[config.mk]
export PLATFORM = sky130hd
export DESIGN_NAME = irq_flag_ctrl
export DESIGN_NICKNAME = d
export VERILOG_FILES = /design/src/rtl/irq_flag_pkg.sv /design/src/rtl/irq_flag_bank.sv /design/src/rtl/irq_pulse_fsm.sv /design/src/rtl/irq_request_merge.sv /design/src/rtl/irq_flag_ctrl.sv
export SDC_FILE = /design/constraint.sdc
export NUM_CORES = 1
export LEC_CHECK = 0
export CAP_MARGIN = 20
export CORE_AREA = 2 2 39 41
export CTS_CLUSTER_DIAMETER = 100
export DETAILED_ROUTE_END_ITERATION = 8
export DIE_AREA = 0 0 41 43
export PLACE_DENSITY = 0.55
export SKIP_CTS_REPAIR_TIMING = 1
export SLEW_MARGIN = 20
export SYNTH_ARGS = -nofsm -noshare
export SYNTH_HDL_FRONTEND = slang
export SYNTH_SLANG_ARGS = --single-unit
[constraint.sdc]
create_clock -name clk -period 1 [get_ports clk]
set_input_delay 0.1 -clock clk [delete_from_list [all_inputs] [get_ports clk]]
set_output_delay 0.1 -clock clk [all_outputs]
set_load 0.01 [all_outputs]
[src/rtl/irq_flag_pkg.sv]
package irq_flag_pkg;
    localparam int NUM_SRC = 3;
    localparam int EN_W    = NUM_SRC + 1;
    localparam int SRC_TX_DONE = 0;
    localparam int SRC_TX_ERR  = 1;
    localparam int SRC_RX_ERR  = 2;
    localparam int EN_GLOBAL   = NUM_SRC;

    typedef enum logic [1:0] {
        CMD_NONE   = 2'd0,
        CMD_SET_EN = 2'd1,
        CMD_CLEAR  = 2'd2,
        CMD_RSVD   = 2'd3
    } cmd_op_e;

    typedef enum logic {
        PIN_IDLE  = 1'b0,
        PIN_PULSE = 1'b1
    } pin_state_e;
endpackage

[src/rtl/irq_flag_bank.sv]
module irq_flag_bank #(
    parameter int WIDTH = 3
) (
    input  logic             clk,
    input  logic             rst_n,
    input  logic [WIDTH-1:0] set_i,
    input  logic [WIDTH-1:0] clr_i,
    output logic [WIDTH-1:0] flags_o
);
    for (genvar g = 0; g < WIDTH; g++) begin : g_flag
        logic flag_q;
        always_ff @(posedge clk or negedge rst_n) begin
            if (!rst_n)
                flag_q <= 1'b0;
            else if (set_i[g])
                flag_q <= 1'b1;          // set beats a clear in the same cycle
            else if (clr_i[g])
                flag_q <= 1'b0;
        end
        assign flags_o[g] = flag_q;
    end
endmodule

[src/rtl/irq_pulse_fsm.sv]
module irq_pulse_fsm
    import irq_flag_pkg::*;
(
    input  logic clk,
    input  logic rst_n,
    input  logic trigger_i,
    output logic pulse_o
);
    pin_state_e state_q, state_d;

    always_comb begin
        state_d = state_q;
        unique case (state_q)
            PIN_IDLE:  if (trigger_i) state_d = PIN_PULSE;
            PIN_PULSE: state_d = trigger_i ? PIN_PULSE : PIN_IDLE;
            default:   state_d = PIN_IDLE;
        endcase
    end

    always_ff @(posedge clk or negedge rst_n) begin
        if (!rst_n) state_q <= PIN_IDLE;
        else        state_q <= state_d;
    end

    always_comb begin
        pulse_o = (state_q == PIN_PULSE);
    end
endmodule

[src/rtl/irq_request_merge.sv]
module irq_request_merge
    import irq_flag_pkg::*;
(
    input  logic [NUM_SRC-1:0] flags_i,
    input  logic [EN_W-1:0]    en_i,
    input  logic               pulse_i,
    output logic               int_n_o
);
    logic level_req;
    always_comb begin
        level_req = en_i[EN_GLOBAL] &
                    ((flags_i[SRC_RX_ERR]  & en_i[SRC_RX_ERR]) |
                     (flags_i[SRC_TX_DONE] & en_i[SRC_TX_DONE]));
        int_n_o = ~(level_req | pulse_i);
    end
endmodule

[src/rtl/irq_flag_ctrl.sv]
module irq_flag_ctrl
    import irq_flag_pkg::*;
(
    input  logic                clk,
    input  logic                rst_n,
    input  logic                rx_err_set_i,
    input  logic                tx_err_set_i,
    input  logic                tx_done_set_i,
    input  logic [1:0]          cmd_op_i,
    input  logic [EN_W-1:0]     cmd_data_i,
    output logic [NUM_SRC-1:0]  flags_o,
    output logic                int_n_o
);
    logic [EN_W-1:0]    en_q;
    logic [NUM_SRC-1:0] set_vec;
    logic [NUM_SRC-1:0] clr_vec;
    logic               pulse_trig;
    logic               pulse_active;
    cmd_op_e            op;

    always_comb begin
        op = cmd_op_e'(cmd_op_i);
        set_vec = '0;
        set_vec[SRC_RX_ERR]  = rx_err_set_i;
        set_vec[SRC_TX_ERR]  = tx_err_set_i;
        set_vec[SRC_TX_DONE] = tx_done_set_i | tx_err_set_i;
        clr_vec = (op == CMD_CLEAR) ? cmd_data_i[NUM_SRC-1:0] : '0;
        pulse_trig = tx_err_set_i & en_q[SRC_TX_ERR] & en_q[EN_GLOBAL];
    end

    always_ff @(posedge clk or negedge rst_n) begin
        if (!rst_n)                 en_q <= '0;
        else if (op == CMD_SET_EN)  en_q <= cmd_data_i;
    end

    irq_flag_bank #(.WIDTH(NUM_SRC)) u_bank (
        .clk(clk), .rst_n(rst_n), .set_i(set_vec), .clr_i(clr_vec), .flags_o(flags_o)
    );

    irq_pulse_fsm u_pulse (
        .clk(clk), .rst_n(rst_n), .trigger_i(pulse_trig), .pulse_o(pulse_active)
    );

    irq_request_merge u_merge (
        .flags_i(flags_o), .en_i(en_q), .pulse_i(pulse_active), .int_n_o(int_n_o)
    );
endmodule

# == Yosys cells after proc, flatten, opt, wreduce, memory -nomap -nowiden ==
# Cells that the tools add are included.
# classes
eq_ne,2
mux,8
bitwise_logic,9
n_reduce_logical,3
# ops
operator,count
1-bit 2-to-1 mux,7
2-bit nonzero test,3
1-bit bitwise AND,5
3-bit 2-to-1 mux,1
1-bit bitwise OR,3
2-bit by 1-bit == test with 1-bit output (second input constant),1
2-bit == test (second input constant),1
1-bit inverter,1
# word_totals
regBits,8
output_inout_bits,4
wordCells,27

# == Depth between registers and ports, before layout ==
# Gate-level depths: netlist (run 1).
# logic_depth
ltp_word,5
depth_mapped,2

# == Cells and area by module ==
# Synthesis (run 1) repeated with hierarchy kept, for this count alone.
# unflattened
cells_unflattened,30
area_unflattened_um2,385.4
# by_module_without_submodules
module,instances,cells_per_inst,area_per_inst_um2,seq_area_each_um2
irq_flag_ctrl,1,15,211.5,100.1
irq_flag_bank,1,12,131.4,75.1
irq_pulse_fsm,1,1,25.0,25.0
irq_request_merge,1,2,17.5,0.0

# == Worst setup path after synthesis (run 1) ==
# OpenSTA, ideal clock, no wires.
# synth_path
kind,register to output
from,register u_bank.g_flag[2].flag_q
to,output port int_n_o
arrival_ns,0.817
required_time_ns,0.900
setup_slack_ns,0.083
path_stages_with_launch,3
path_buffers,0
cell_sequence,dfrtp_1 a22o_1 a21oi_1
# synth_via
elab_chain_cells,5
# synth_rtl
item,line_no,source
"start, declared",irq_flag_bank.sv:11,logic flag_q;
"start signal, assigned",irq_flag_bank.sv:14,flag_q <= 1'b0;
"start signal, assigned",irq_flag_bank.sv:16,flag_q <= 1'b1;
"start signal, assigned",irq_flag_bank.sv:18,flag_q <= 1'b0;
1-bit bitwise AND,irq_request_merge.sv:12,((flags_i[SRC_RX_ERR] & en_i[SRC_RX_ERR]) |
1-bit bitwise OR,irq_request_merge.sv:12,
1-bit bitwise AND,irq_request_merge.sv:11,level_req = en_i[EN_GLOBAL] &
1-bit bitwise OR,irq_request_merge.sv:14,int_n_o = ~(level_req | pulse_i);
1-bit inverter,irq_request_merge.sv:14,
"end, declared",irq_flag_ctrl.sv:12,output logic int_n_o
# Every way passes these cells.

# == Worst setup path in the final report (run 1) ==
# layout_path
from,register en_q[2]
to,output port int_n_o
# layout_via
elab_chain_cells,5
# layout_rtl
item,line_no,source
"start, declared",irq_flag_ctrl.sv:14,logic [EN_W-1:0] en_q;
"start signal, assigned",irq_flag_ctrl.sv:33,else if (op == CMD_SET_EN) en_q <= cmd_data_i;
1-bit bitwise AND,irq_request_merge.sv:12,
1-bit bitwise OR,irq_request_merge.sv:12,
1-bit bitwise AND,irq_request_merge.sv:11,
1-bit bitwise OR,irq_request_merge.sv:14,
1-bit inverter,irq_request_merge.sv:14,
# Every way passes these cells.

==> flow_metrics.tcl, run 1 <==
set metrics [dict create \
    status "complete, but fails checks" \
    violations "negative setup slack" \
    gr-usage-met3_pct 6.28 \
    antenna_found_initial 0 \
    clock_skew_ns 0.00127 \
    period_share_pct 119 \
    dr.pass1.iters 1 \
    yosysWarnings 0 \
    clk_latency_ns 0.25 \
    pwr-share-comb_pct 21.3 \
    drive_above_1_share_pct 38.6 \
    power_frac_seq_pct 48.2 \
    cts_buffers 3 \
    drc_errors 0 \
    synth.most_common_cell "dfrtp_1" \
    row_count 14 \
    p_switching_mw 0.174 \
    gr-usage-all-layers_pct 11.4 \
    cts.sinks 8 \
    slew-limit-headroom_pct 76.2 \
    syn_area_sq_um 369 \
    syn_avg_cell_area_sq_um 14.2 \
    syn_to_final_growth_pct 54.9 \
    synth_top_cell_by_area "dfrtp_1" \
    initial_core_util_pct 26.7 \
    sw_frac_of_total_pct 22.3 \
    p_per_area_nw_per_um2 1360 \
    synthFlopType "dfrtp_1" \
    die_h_um 43 \
    p_int_mw 0.606 \
    clockPowerShare_pct 30.5 \
    cts_tree "done" \
    yosysSeqAreaShare_pct 54.2 \
    endpoint_kind "output port" \
    root_buffer "clkbuf_4" \
    synth_edf_count 0 \
    max_cap_viol_count 0 \
    use_met1_pct 11.3 \
    rsz0062_at_grt "true" \
    p_total_mw 0.780 \
    drt_iter0_drc 0 \
    p_leak_nw 0.265 \
    clock_path_buffers 2 \
    min_path_type "input pin to async pin" \
    pin_count 15 \
    routed_wl_um 695 \
    ys_top_cells_by_count "dfrtp_1 (8), buf_4 (3), nand3b_1 (3)" \
    grt.busiest_layer "met2" \
    hold_viol_final 0 \
    clkTransAtPathRegs_ns 0.05 \
    synth_nets 37 \
    io_buffers 14 \
    fin_util_pct 41.3 \
    drtAntennaViolNets 0 \
    dieArea_sq_um 1760 \
    cp.required_ns 0.90 \
    num_vias 265 \
    tightest_slew_ns 0.356 \
    r2r_cells 2 \
    gp_congestion 0.712 \
    die_w_um 41 \
    worst-path-max-fanout 2 \
    wl_per_cell_um 11.6 \
    dp_hpwl_um 596 \
    async_reset_ff_share_pct 100 \
    grtUsageMet2_pct 16.9 \
    synth_cells 26 \
    clock.fmax_ghz 0.840 \
    period_minus_slack_ns 1.19 \
    grt_overflow 0 \
    path_class "register to output port" \
    grt_first_pass_wirelength_um 1240 \
    diodes 0 \
    htreeDepth 1 \
    grt_pass1_vias 298 \
    drt-vias-per-instance 4.42 \
    report.final.slew_viol_count 0 \
    startpoint_type "register" \
    ys_top_cells_by_area "dfrtp_1 (54%), mux2_4 (8.1%), buf_4 (6.1%), mux2_2 (6.1%), nand3b_1 (6.1%)" \
    setup_slack_ns -0.190 \
    coreArea_sq_um 1380 \
    setup_viol 1 \
    final_nets 57 \
    yosys_register_bits 8 \
    worst_hold_slack_ns 0.127 \
    ir_worst_vdd_mv 0.720 \
    worst_ep_arrival_time_ns 1.09 \
    grt_max_degree 9 \
    yosysTopAreaCellShare_pct 54.2 \
    synth.distinct_cells 12 \
]
==> state kept, by name, indices dropped and copies added (netlist names) <==
register	cells
en_q	4
u_bank.g_flag.flag_q	3
u_pulse.pulse_o	1
==> cells in the final DEF, fill, tap and decap left out, drive strengths merged <==
cell type,count
a211o,1
a21o,2
a21oi,1
a22o,1
and3,1
buf,7
clkbuf,3
clkdlybuf4s50,8
dfrtp,8
dlymetal6s2s,3
mux2,4
nand2b,1
nand3b,3
nor2b,1
==> logic make-up after synthesis <==
family          synth area share, %
compound gates                 10.2
buf+inv                        6.10
flops                          54.2
mux                            14.2
simple gates                   15.3
==> per-stage QoR <==
step | TNS [ns] | setup slack [ns] | instances | cell area (sq um)
after detailed placement | -2.36 | -0.357 | 57 | 537
after CTS | -1.75 | -0.640 | 60 | 559
final | -0.190 | -0.190 | 60 | 572
after global placement | -2.23 | -0.351 | 57 | 537
after global routing | -0.294 | -0.262 | 60 | 572
after floorplan | 0 | 0.0826 | 26 | 369
==> worst paths after layout <==
path | from | to | slack [ns]
max reg2reg | en_q[3]$_DFFE_PN0N_ | en_q[3]$_DFFE_PN0N_ | 0.10
max in group asynchronous | rst_n | en_q[3]$_DFFE_PN0N_ | 0.62
min reg2reg | u_bank.g_flag[1].flag_q$_DFFE_PN0P_ | u_bank.g_flag[1].flag_q$_DFFE_PN0P_ | 0.47
min | rst_n | u_bank.g_flag[1].flag_q$_DFFE_PN0P_ | 0.13
max | en_q[2]$_DFFE_PN0N_ | int_n_o | -0.19
min in group clk | cmd_op_i[1] | u_bank.g_flag[0].flag_q$_DFFE_PN0P_ | 0.30
==> power groups by stage <==
stage                     Clock, mW  Sequential (mW)  Combinational, mW
after CTS                     0.254            0.375              0.174
after global routing          0.277            0.379              0.183
after floorplan                   0            0.374             0.0763
final                         0.237            0.376              0.166
after global placement            0            0.380              0.169
after detailed placement          0            0.381              0.173
==> routing by layer <==
metal | part of all wire (%) | up-vias
li1 | - | 129
met1 | 41 | 129
met2 | 53 | 7
met3 | 6.5 | 0
met4 | 0 | 0
met5 | 0 | -
==> worst max-delay path, cell delays in order, from the launching register on <==
cell	delay [ns]
dfrtp_1	0.37
a22o_1	0.24
a21oi_2	0.10
buf_2	0.13
==> area by class of cell <==
cell class                      count  area [sq um]
Clock buffer                        3          22.5
Fill cell                         134           812
Multi-Input combinational cell     15           150
Sequential cell                     8           200
Tap cell                           16          20.0
Timing Repair Buffer               18           179
Power figures use the tool's default switching activity.
==> run 2: changes to the inputs <==
ABC_AREA = 1   (was not set)
PLACE_DENSITY = 0.54   (was 0.55)
clock period = 1.3 ns   (was 1 ns; I/O delays follow)
==> run 2 against run 1 <==
  * Combinational power shrank 37%
  * First-iteration DRC count is 17 higher
  * The flow now finishes without violations
  * Routed wire length grew 21%
  * Largest cell class unchanged
  * Clock power fell by 20%
  * Via count increased by 22%
  * Setup slack better by 0.32 ns
  * Critical endpoint unchanged
  * Sequential power decreased by 25%
  * Non-clock buffer count is 2 lower
  * Register-to-register slack better by 0.47 ns
  * Hold slack improved by 0.030 ns
  * Sequential cell count unchanged
  * Die area did not move
==> flow_metrics.tcl, run 2 <==
set metrics [dict create \
    yosys_register_bits 8 \
    dpl_cell_area_sq_um 510 \
    dr.pass1.iters 4 \
    initial_core_util_pct 25.9 \
    max_cap_viol_count 0 \
    num_vias 322 \
    dp_hpwl_um 641 \
    coreArea_sq_um 1380 \
    cp_top_family "flip-flops" \
    p_leak_nw 0.277 \
    diodes 0 \
    dieArea_sq_um 1760 \
    antenna_found_initial 0 \
    synthAdderAreaFrac_pct 0 \
    period_minus_slack_ns 1.17 \
    clock.fmax_ghz 0.858 \
    dp.cells 72 \
    p_total_mw 0.576 \
    top_register "en_q" \
    clkTransAtPathRegs_ns 0.06 \
    grt_first_pass_wirelength_um 1320 \
    ys_top_cells_by_count "nand2_1 (17), dfrtp_1 (8), nand3_1 (7), buf_4 (3), inv_1 (3)" \
    drtAntennaViolNets 0 \
    ys_top_cells_by_area "dfrtp_1 (56%), nand2_1 (18%), nand3_1 (9.8%), buf_4 (6.3%), inv_1 (3.1%)" \
    largest_register_ffs 4 \
    synth_mux_area_share_pct 0 \
    row_count 14 \
    path_common_cell "nand2_1" \
    cts_buffers 3 \
    grt_max_degree 9 \
    grt_overflow 0 \
    routed_wl_um 839 \
    slew-limit-headroom_pct 75.6 \
    path_class "register to output port" \
    period_share_pct 89.7 \
    startpoint_type "register" \
    setup_slack_ns 0.134 \
    synth.most_common_cell "nand2_1" \
    drt_iter0_drc 17 \
    drive_above_1_share_pct 11.9 \
    clock_path_buffers 2 \
    worst_ep_arrival_time_ns 1.04 \
    ir_worst_vdd_mv 0.522 \
    async_reset_ff_share_pct 100 \
    synth-xor-area-share_pct 0 \
    final_common_cell "nand2_1" \
    yosysTopAreaCellShare_pct 55.9 \
    final_nets 72 \
    rsz0062_at_grt "false" \
    critPathBufInv 1 \
    syn_avg_cell_area_sq_um 8.32 \
    setup_viol 0 \
    root_buffer "clkbuf_4" \
    wl_per_cell_um 11.2 \
    min_path_type "input pin to async pin" \
    worst-path-max-fanout 2 \
    synth_nets 54 \
    grt_pass1_vias 321 \
    cp.required_ns 1.17 \
    syn_to_final_growth_pct 51.7 \
    stdcell_count 75 \
    synth_cells 43 \
    worst_hold_slack_ns 0.157 \
    die_w_um 41 \
    cp_cell_sequence "nand2_1, nand2_1, a21oi_1, dlymetal6s2s_1" \
    tightest_slew_ns 0.366 \
    synth.distinct_cells 10 \
    fin_area_sq_um 543 \
    htreeDepth 1 \
    synth_top_cell_by_area "dfrtp_1" \
    yosysSeqAreaShare_pct 55.9 \
    cts.sinks 8 \
    clock_skew_ns 0.00351 \
    io_buffers 14 \
    gr-usage-all-layers_pct 11.6 \
    drt-vias-per-instance 4.29 \
    synthSimpleGateAreaFrac_pct 32.2 \
    synth-compound-area-share_pct 1.40 \
    die_h_um 43 \
    cpPeakStageDelay_ns 0.39 \
    clk_latency_ns 0.25 \
    pin_count 15 \
    report.final.slew_viol_count 0 \
    endpoint_kind "output port" \
    dp_slack_ns 0.0223 \
    status "finished clean" \
    final_cell_mix "nand2_1 (17), clkdlybuf4s50_1 (10), dfrtp_1 (8)" \
    synth_top_family_by_area "simple AND/OR/NAND/NOR gates" \
    synth_edf_count 0 \
    syn_area_sq_um 358 \
    synthFlopType "dfrtp_1" \
    hold_viol_final 0 \
    gp_congestion 0.744 \
    cts_tree "done" \
    drc_errors 0 \
    yosysWarnings 0 \
    slowest_stage "dfrtp_1" \
    p_per_area_nw_per_um2 1060 \
]
run 2: cell count changes after synthesis, sizes merged:
cell	change
a211o	-1
a21o	-2
a22o	-1
inv	+4
mux2	-4
nand2	+18
nand2b	-1
nand3	+7
nand3b	-3
nor2	+1
nor2b	-1
run 2: final cells by class:
class,count,area (sq um)
clock buffer,3,22.5
fill,148,841
inverter,4,15.0
multi-input combinational,28,120
sequential,8,200
tap,16,20.0
timing repair buffer,16,165
run 2: worst reg2reg max path, delay by kind of cell (launching register included):
family	cells	cell delay, ns
flops	1	0.39
buf+inv	1	0.14
simple gates	2	0.10
run 2: cell families (layout without fill, tap and decap cells):
group | after synthesis | in the layout
AO/OA/AOI/OAI | 1 | 1
buffers and inverters | 7 | 23
AND/OR/NAND/NOR | 27 | 27
flip-flops | 8 | 8
run 2: where the power goes:
| part | total (mW) | switching (mW) | internal [mW] |
|---|---|---|---|
| Clock | 0.189 | 0.0831 | 0.106 |
| Combinational | 0.105 | 0.0470 | 0.0583 |
| Sequential | 0.282 | 0.0114 | 0.270 |
| Total | 0.576 | 0.142 | 0.434 |
run 2: routing by layer:
metal	track usage, %	up-vias	routed length, um
li1	-	163	-
met1	14.1	150	362
met2	15.9	9	435
met3	3.14	0	40
met4	10.0	0	0
met5	0	-	0
run 2: path summary, 6_finish.rpt:
check,to,slack [ns],startpoint,depth (start not counted)
min in group clk,u_bank.g_flag[2].flag_q$_DFFE_PN0P_,0.41,rx_err_set_i,3
min reg2reg,en_q[2]$_DFFE_PN0N_,0.47,en_q[2]$_DFFE_PN0N_,2
min,en_q[0]$_DFFE_PN0N_,0.16,rst_n,1
max reg2reg,u_bank.g_flag[0].flag_q$_DFFE_PN0P_,0.57,u_bank.g_flag[0].flag_q$_DFFE_PN0P_,3
max in group asynchronous,u_bank.g_flag[1].flag_q$_DFFE_PN0P_,0.88,rst_n,1
max,int_n_o,0.13,u_bank.g_flag[0].flag_q$_DFFE_PN0P_,4
run 2: per-stage QoR:
stage	util, %	setup TNS [ns]
3_3_place_gp	36.9	0
4_1_cts	38.5	-0.404
5_1_grt	39.2	0
3_5_place_dp	36.9	0
6_report	39.2	0
2_1_floorplan	-	0
